<file path="src/rtl/sdst_pkg.sv">
package sdst_pkg;
   localparam int STAT_W    = 11;
   localparam int EVT_LO    = 3;
   localparam int N_EVT     = 8;
   localparam int POS_DATA  = 0;
   // event index = status bit - EVT_LO
   localparam int EV_SDIO   = 8  - EVT_LO;
   localparam int EV_BLOCK  = 9  - EVT_LO;
   localparam int EV_BUSY   = 10 - EVT_LO;
   // configuration bit positions
   localparam int CF_DATA_EN  = 4;
   localparam int CF_SDIO_EN  = 5;
   localparam int CF_BLOCK_EN = 8;
   localparam int CF_BUSY_EN  = 10;
   localparam logic [STAT_W-1:0] CFG_MASK = 11'h53F;
   localparam int N_SRC = 4;
endpackage

</file>
<file path="src/rtl/sdst_sticky_bank.sv">
module sdst_sticky_bank #(
   parameter int N = 8
) (
   input  logic         clk,
   input  logic         rst_n,
   input  logic [N-1:0] set_i,
   input  logic [N-1:0] clr_i,
   output logic [N-1:0] q_o
);
   for (genvar i = 0; i < N; i++) begin : g_bit
      always_ff @(posedge clk or negedge rst_n) begin
         if (!rst_n)        q_o[i] <= 1'b0;
         else if (set_i[i]) q_o[i] <= 1'b1;
         else if (clr_i[i]) q_o[i] <= 1'b0;
      end
   end
endmodule

</file>
<file path="src/rtl/sdst_cfg_reg.sv">
module sdst_cfg_reg #(
   parameter int             W    = 32,
   parameter logic [W-1:0]   MASK = '0
) (
   input  logic         clk,
   input  logic         rst_n,
   input  logic         we,
   input  logic [W-1:0] d,
   output logic [W-1:0] q
);
   for (genvar i = 0; i < W; i++) begin : g_bit
      if (MASK[i]) begin : g_flop
         always_ff @(posedge clk or negedge rst_n) begin
            if (!rst_n)  q[i] <= 1'b0;
            else if (we) q[i] <= d[i];
         end
      end else begin : g_zero
         assign q[i] = 1'b0;
      end
   end
endmodule

</file>
<file path="src/rtl/sdst_irq_qual.sv">
module sdst_irq_qual #(
   parameter int N_SRC   = 4,
   parameter bit IRQ_REG = 1'b1
) (
   input  logic             clk,
   input  logic             rst_n,
   input  logic [N_SRC-1:0] src,
   input  logic [N_SRC-1:0] en,
   output logic             irq
);
   logic any_src;
   assign any_src = |(src & en);

   if (IRQ_REG) begin : g_reg
      always_ff @(posedge clk or negedge rst_n) begin
         if (!rst_n) irq <= 1'b0;
         else        irq <= any_src;
      end
   end else begin : g_comb
      assign irq = any_src;
   end
endmodule

</file>
<file path="src/rtl/sd_host_status_irq.sv">
module sd_host_status_irq
   import sdst_pkg::*;
#(
   parameter int DATA_W  = 32,
   parameter bit IRQ_REG = 1'b1
) (
   input  logic              clk,
   input  logic              rst_n,
   input  logic              reg_wr,
   input  logic              reg_waddr,
   input  logic [DATA_W-1:0] reg_wdata,
   input  logic              reg_raddr,
   output logic [DATA_W-1:0] reg_rdata,
   input  logic [N_EVT-1:0]  evt_pulse,
   input  logic              fifo_data_flag,
   output logic [DATA_W-1:0] cfg_o,
   output logic              irq
);
   localparam logic [DATA_W-1:0] CFG_MASK_W = DATA_W'(CFG_MASK);

   if (DATA_W < STAT_W) begin : g_bad_width
      $error("sd_host_status_irq: DATA_W must be at least %0d", STAT_W);
   end

   logic [N_EVT-1:0]  clr_bits;
   logic [N_EVT-1:0]  sticky_q;
   logic [DATA_W-1:0] cfg_q;
   logic [N_SRC-1:0]  irq_src;
   logic [N_SRC-1:0]  irq_en;
   logic              cfg_we;

   assign clr_bits = (reg_wr && !reg_waddr) ? reg_wdata[EVT_LO +: N_EVT] : '0;
   assign cfg_we   = reg_wr && reg_waddr;

   sdst_sticky_bank #(.N(N_EVT)) u_bank (
      .clk   (clk),
      .rst_n (rst_n),
      .set_i (evt_pulse),
      .clr_i (clr_bits),
      .q_o   (sticky_q)
   );

   sdst_cfg_reg #(.W(DATA_W), .MASK(CFG_MASK_W)) u_cfg (
      .clk   (clk),
      .rst_n (rst_n),
      .we    (cfg_we),
      .d     (reg_wdata),
      .q     (cfg_q)
   );

   assign irq_src = {sticky_q[EV_BUSY], sticky_q[EV_BLOCK],
                     sticky_q[EV_SDIO], fifo_data_flag};
   assign irq_en  = {cfg_q[CF_BUSY_EN], cfg_q[CF_BLOCK_EN],
                     cfg_q[CF_SDIO_EN], cfg_q[CF_DATA_EN]};

   sdst_irq_qual #(.N_SRC(N_SRC), .IRQ_REG(IRQ_REG)) u_qual (
      .clk   (clk),
      .rst_n (rst_n),
      .src   (irq_src),
      .en    (irq_en),
      .irq   (irq)
   );

   always_comb begin
      reg_rdata = '0;
      if (reg_raddr) begin
         reg_rdata = cfg_q;
      end else begin
         reg_rdata[POS_DATA]          = fifo_data_flag;
         reg_rdata[EVT_LO +: N_EVT]   = sticky_q;
      end
   end

   assign cfg_o = cfg_q;
endmodule

</file>
<file path="config.mk">
export PLATFORM = sky130hd
export DESIGN_NAME = sd_host_status_irq
export DESIGN_NICKNAME = d
export VERILOG_FILES = /design/src/rtl/sdst_pkg.sv /design/src/rtl/sdst_sticky_bank.sv /design/src/rtl/sdst_cfg_reg.sv /design/src/rtl/sdst_irq_qual.sv /design/src/rtl/sd_host_status_irq.sv
export SDC_FILE = /design/constraint.sdc
export NUM_CORES = 1
export LEC_CHECK = 0
export ABC_AREA = 1
export BUFFER_PORTS_ARGS = -buffer_cell sky130_fd_sc_hd__buf_4
export CAP_MARGIN = 20
export CORE_UTILIZATION = 38
export DETAILED_ROUTE_END_ITERATION = 8
export HOLD_SLACK_MARGIN = 0.08
export MAX_ROUTING_LAYER = met4
export PLACE_DENSITY = 0.8
export SLEW_MARGIN = 20
export SYNTH_ARGS = -nofsm -noshare
export SYNTH_HDL_FRONTEND = slang
export SYNTH_HIERARCHICAL = 1
export SYNTH_SLANG_ARGS = --single-unit
</file>
<file path="constraint.sdc">
create_clock -name clk -period 0.9 [get_ports clk]
set_input_delay 0 -clock clk [delete_from_list [all_inputs] [get_ports clk]]
set_output_delay 0 -clock clk [all_outputs]
set_load 0.01 [all_outputs]
</file>
==> impl_metrics.toml, run 1 <==
[sta]
setup_viol = 14
setup_slack_ps = -79.0
drv_slew = 0
skew_ps = 4.22
min_period_ps = 979
rsz0062_at_grt = "true"
period_share_pct = 109
hold_viol = 0
fmax_mhz = 1020
fin_setup_tns_ps = -636

[floorplanning]
fp.dieH_um = 60.1
rows = 20
ios = 111
start_util_pct = 41.0
die_w_um = 60.1
core_area_um2 = 3130
die_area_um2 = 3610

[cells_and_area]
postLayoutCellArea_um2 = 1910
layout-drive-gt1-share_pct = 24.1
final_common_cell = "nand2_1"
syn_to_final_growth_pct = 49.2
final_cell_mix = "95 x nand2_1, 51 x inv_1, 48 x buf_4"
num_antenna_cells = 0
nets = 333
fin_cells = 330

[clock_tree]
clockBufferDepth = 2
htreeDepth = 1
numCtsBuffers = 3
cts.sinks = 17
clk_pin_slew_worst_paths_ps = 100
clock_latency_ps = 290
cts_tree = "done"
root_buffer = "clkbuf_4"

[power_and_ir_drop]
p_int_uw = 1450
seqPwrFrac_pct = 41.0
leakage_uw = 0.00133
ir_drop_uv = 691
power_switching_share_pct = 33.1
power_frac_clock_pct = 18.9
p_comb_share_pct = 40.1
p_sw_uw = 718
power_density_nw_per_um2 = 1130

[setup_path]
arrival_ps = 980
endpoint_kind = "output pin"
critPathSlowestCell = "dfrtp_1"
path_cells = "buf_4 -> buf_4"
critPathTopFamily = "flip-flops"
cp_max_fo = 3
critPathKind = "flop to output pin"
crit_buf_inv = 2
cp_common_cell = "buf_4"
start_kind = "flop"
critPathRequiredTime_ps = 900
max_stage_delay_ps = 420
reg2reg_from = "u_cfg/q[10]$_DFFE_PN0P_"
critPathLaunch = "u_cfg/q[8]$_DFFE_PN0P_"

[routing]
ant_nets = 0
post_drt_wl_per_cell_um = 9.19
vias = 1308
drt_first_pass_iters = 4
vias_per_cell = 3.96
finalWirelength_um = 3030
remaining_drc_errors = 0
drt_iter0_markers = 37

[grt]
grt_antenna_before_repair = 0
grt_usage_pct = 17.8
grt_pass1_wl_um = 4710
grt_pass1_vias = 1179
grt_max_degree = 28
overflow = 0

[place]
placedCellCount = 290
post-dp-hpwl_um = 2040
portBuffers = 44
place.gp.congestion = 0.768
dp_slack_ps = 122
dpl-instance-area_um2 = 1510

[min_path]
hold_path_class = "primary input to asynchronous set/reset pin"

[outcome]
outcome = "complete, but fails checks"
failed_checks = "negative setup slack"

[yosys]
yosysWarnings = 6
synthCells = 207
yosysSeqAreaShare_pct = 33.2
yosysUniqueCellTypes = 10
synth.avg_cell_area_um2 = 6.20
synth_seq_cells = 17
synthesis.area_um2 = 1280

[flow_run]
drv_cap = 0
-- per-layer routing --
layer  routed length [um]  vias up  track usage [%]
li1                     -      674                -
met1                 1320      566             19.8
met2                 1550       64             33.0
met3                  139        4             1.52
met4                   22        0             5.65
met5                    0        -                -
-- state kept, by name, summed over array words and instances (netlist names) --
name	cells
u_bank/q_o	8
u_cfg/q	8
u_qual/irq	1
-- cells in the mapped netlist --
| master | number | area share, % |
|---|---|---|
| buf_12 | 1 | 1.6 |
| buf_4 | 24 | 14 |
| buf_6 | 2 | 1.8 |
| buf_8 | 2 | 2.3 |
| conb_1 | 1 | 0.29 |
| dfrtp_1 | 17 | 33 |
| inv_1 | 51 | 15 |
| inv_2 | 2 | 0.59 |
| nand2_1 | 99 | 29 |
| nor2_1 | 8 | 2.3 |
-- through the flow --
| step | hold slack (ps) | power, uW | util (%) |
|---|---|---|---|
| floorplan | -296 | 1350 | - |
| global placement | -123 | 1530 | 48.2 |
| detailed placement | -121 | 1540 | 48.2 |
| CTS | 101 | 2110 | 59.3 |
| global route | 125 | 2310 | 61.2 |
| finish | 109 | 2170 | 61.2 |
-- cells by family (layout without fill, tap and decap cells) --
group	Yosys count	in the layout	share of synthesized area [%]
DFF	17	17	33.2
and+or+nand+nor	107	107	31.3
buffers and inverters	82	138	35.2
other	1	24	0.292
-- area by class of cell --
type                       instances  area, um2
timing repair buffer              81        706
multi-input combinational        131        502
fill                             269       1210
clock buffer                       4       26.3
inverter                          53        199
tap                               44       55.1
sequential                        17        425
-- power by group through the flow --
stage          Clock (uW)  Sequential, uW  Combinational (uW)
2_1_floorplan           0             922                 429
6_report              411             889                 870
5_1_grt               449             896                 969
3_3_place_gp            0             907                 621
4_1_cts               418             888                 800
3_5_place_dp            0             908                 632
-- timing repair --
action / in CTS / in global routing
hold endpoints to repair: 34 / 0
pin swaps: 9 / 3
endpoints found under the setup margin: 11 / 14
gates cloned: 0 / 0
hold buffers: 21 / 0
resized for setup: 11 / 5
setup buffers: 9 / 6
-- final timing paths --
path                                                   to  slack (ps)  cells after the start
worst max-delay path                             cfg_o[8]         -80                      2
worst min-delay path            u_bank/q_o[1]$_DFFE_PN0P_         110                      2
worst max register to register       u_qual/irq$_DFF_PN0_          30                      5
worst min register to register  u_bank/q_o[1]$_DFFE_PN0P_         490                      2
max in group asynchronous          u_cfg/q[0]$_DFFE_PN0P_         600                      2
min in group clk                   u_cfg/q[5]$_DFFE_PN0P_         180                      5
(Power assumes the default switching activity.)
==> run 2: changes to the inputs <==
MAX_ROUTING_LAYER = not set   (was met4)
==> run 2 against run 1 <==
  * The flow still finishes with violations (negative setup slack)
  * Via count is essentially flat
  * Critical path depth is the same
  * Final area is the same
==> impl_metrics.toml, run 2 (synthesized netlist as in run 1, its figures left out) <==
[sta]
skew_ps = 3.69
fmax_mhz = 1020
hold_ws_ps = 109
min_period_ps = 979
setup_slack_ps = -79.2
setup_viol = 14
period_share_pct = 109
rsz0062_at_grt = "true"
fin_setup_tns_ps = -642
hold_viol = 0
drv_slew = 0

[routing]
post_drt_wl_per_cell_um = 9.18
finalWirelength_um = 3030
remaining_drc_errors = 0
vias = 1307
vias_per_cell = 3.96
ant_nets = 0
drt_first_pass_iters = 4
drt_iter0_markers = 35

[setup_path]
reg2reg_from = "u_cfg/q[10]$_DFFE_PN0P_"
reg2reg_to = "u_qual/irq$_DFF_PN0_"
crit_end = "cfg_o[8]"
endpoint_kind = "output pin"
start_kind = "flop"
critPathRequiredTime_ps = 900
critPathKind = "flop to output pin"
max_stage_delay_ps = 420
arrival_ps = 980
cp_common_cell = "buf_4"
r2r_slack_ps = 30
critPathSlowestCell = "dfrtp_1"
reg2reg_depth = 5
cp_max_fo = 3
path_cells = "buf_4 -> buf_4"
critPathLaunch = "u_cfg/q[8]$_DFFE_PN0P_"

[cells_and_area]
final_common_cell = "nand2_1"
fin_cells = 330
fillers = 269
layout-drive-gt1-share_pct = 24.1
final_cell_mix = "95 x nand2_1, 51 x inv_1, 48 x buf_4"
num_antenna_cells = 0
reg_top3 = "u_bank/q_o: 8 flops, u_cfg/q: 8 flops, u_qual/irq: 1 flops"
fin_util_pct = 61.2
syn_to_final_growth_pct = 49.2
nets = 333

[grt]
grt_max_degree = 28
grt_antenna_before_repair = 0
overflow = 0
grt_pass1_vias = 1179
grt_usage_pct = 17.2
grt_pass1_wl_um = 4710

[floorplanning]
rows = 20
fp.dieH_um = 60.1
die_area_um2 = 3610
core_area_um2 = 3130
start_util_pct = 41.0
die_w_um = 60.1
ios = 111

[clock_tree]
clockBufferDepth = 2
numCtsBuffers = 3
clk_pin_slew_worst_paths_ps = 100
cts_tree = "done"
htreeDepth = 1
root_buffer = "clkbuf_4"
clock_latency_ps = 290
cts.sinks = 17

[outcome]
failed_checks = "negative setup slack"
outcome = "complete, but fails checks"

[power_and_ir_drop]
total_power_uw = 2170
ir_drop_uv = 693
power_density_nw_per_um2 = 1130
leakage_uw = 0.00133

[place]
placedCellCount = 290
place.gp.congestion = 0.758
post-dp-hpwl_um = 2040
portBuffers = 44

[flow_run]
drv_cap = 0

[min_path]
hold_path_class = "primary input to asynchronous set/reset pin"
run 2: where the power goes:
part	internal [uW]	leakage, uW	total [uW]	switching (uW)
clock	172	0.0000150	412	239
sequential	834	0.000185	888	54.0
combinational	445	0.00113	870	425
total	1450	0.00133	2170	719
run 2: cell type report:
class                           count  area (um2)  area share, %
Timing Repair Buffer               81         706           36.9
Multi-Input combinational cell    131         502           26.2
Sequential cell                    17         425           22.2
Tap cell                           44        55.1           2.88
Inverter                           53         199           10.4
Clock buffer                        4        26.3           1.37
run 2: through the flow:
stage                     setup slack (ps)  instance area [um2]
after CTS                            -68.2                 1850
after floorplan                        185                 1370
after detailed placement               122                 1510
after global routing                  -109                 1910
final                                -79.2                 1910
after global placement                 151                 1510
run 2: repair_timing:
item	4_1_cts	5_1_grt
setup buffers	9	6
resized for setup	11	5
endpoints found under the hold margin	34	0
pin swaps	9	3
gates cloned	0	0
hold buffers	21	0
endpoints found under the setup margin	11	14
run 2: critical path: cells and delay by family (launching register included):
kind     cells  cell delay (ps)
flops        1              420
buf+inv      2              270
run 2: worst min-delay path by stage:
stage	startpoint	end	cells past startpoint
floorplan	rst_n	u_bank/q_o[0]$_DFFE_PN0P_	0
global placement	rst_n	u_bank/q_o[0]$_DFFE_PN0P_	1
detailed placement	rst_n	u_bank/q_o[0]$_DFFE_PN0P_	1
CTS	rst_n	u_bank/q_o[1]$_DFFE_PN0P_	2
global route	rst_n	u_bank/q_o[0]$_DFFE_PN0P_	2
finish	rst_n	u_bank/q_o[1]$_DFFE_PN0P_	2
run 2: metal layers:
metal | vias to the layer above | track usage, % | part of all wire [%] | wire length [um]
met5 | - | 0 | 0 | 0
met4 | 0 | 5.65 | 0.73 | 22
met3 | 4 | 2.38 | 5.1 | 155
met2 | 64 | 33.0 | 51 | 1550
met1 | 564 | 19.3 | 43 | 1310
li1 | 675 | - | - | -
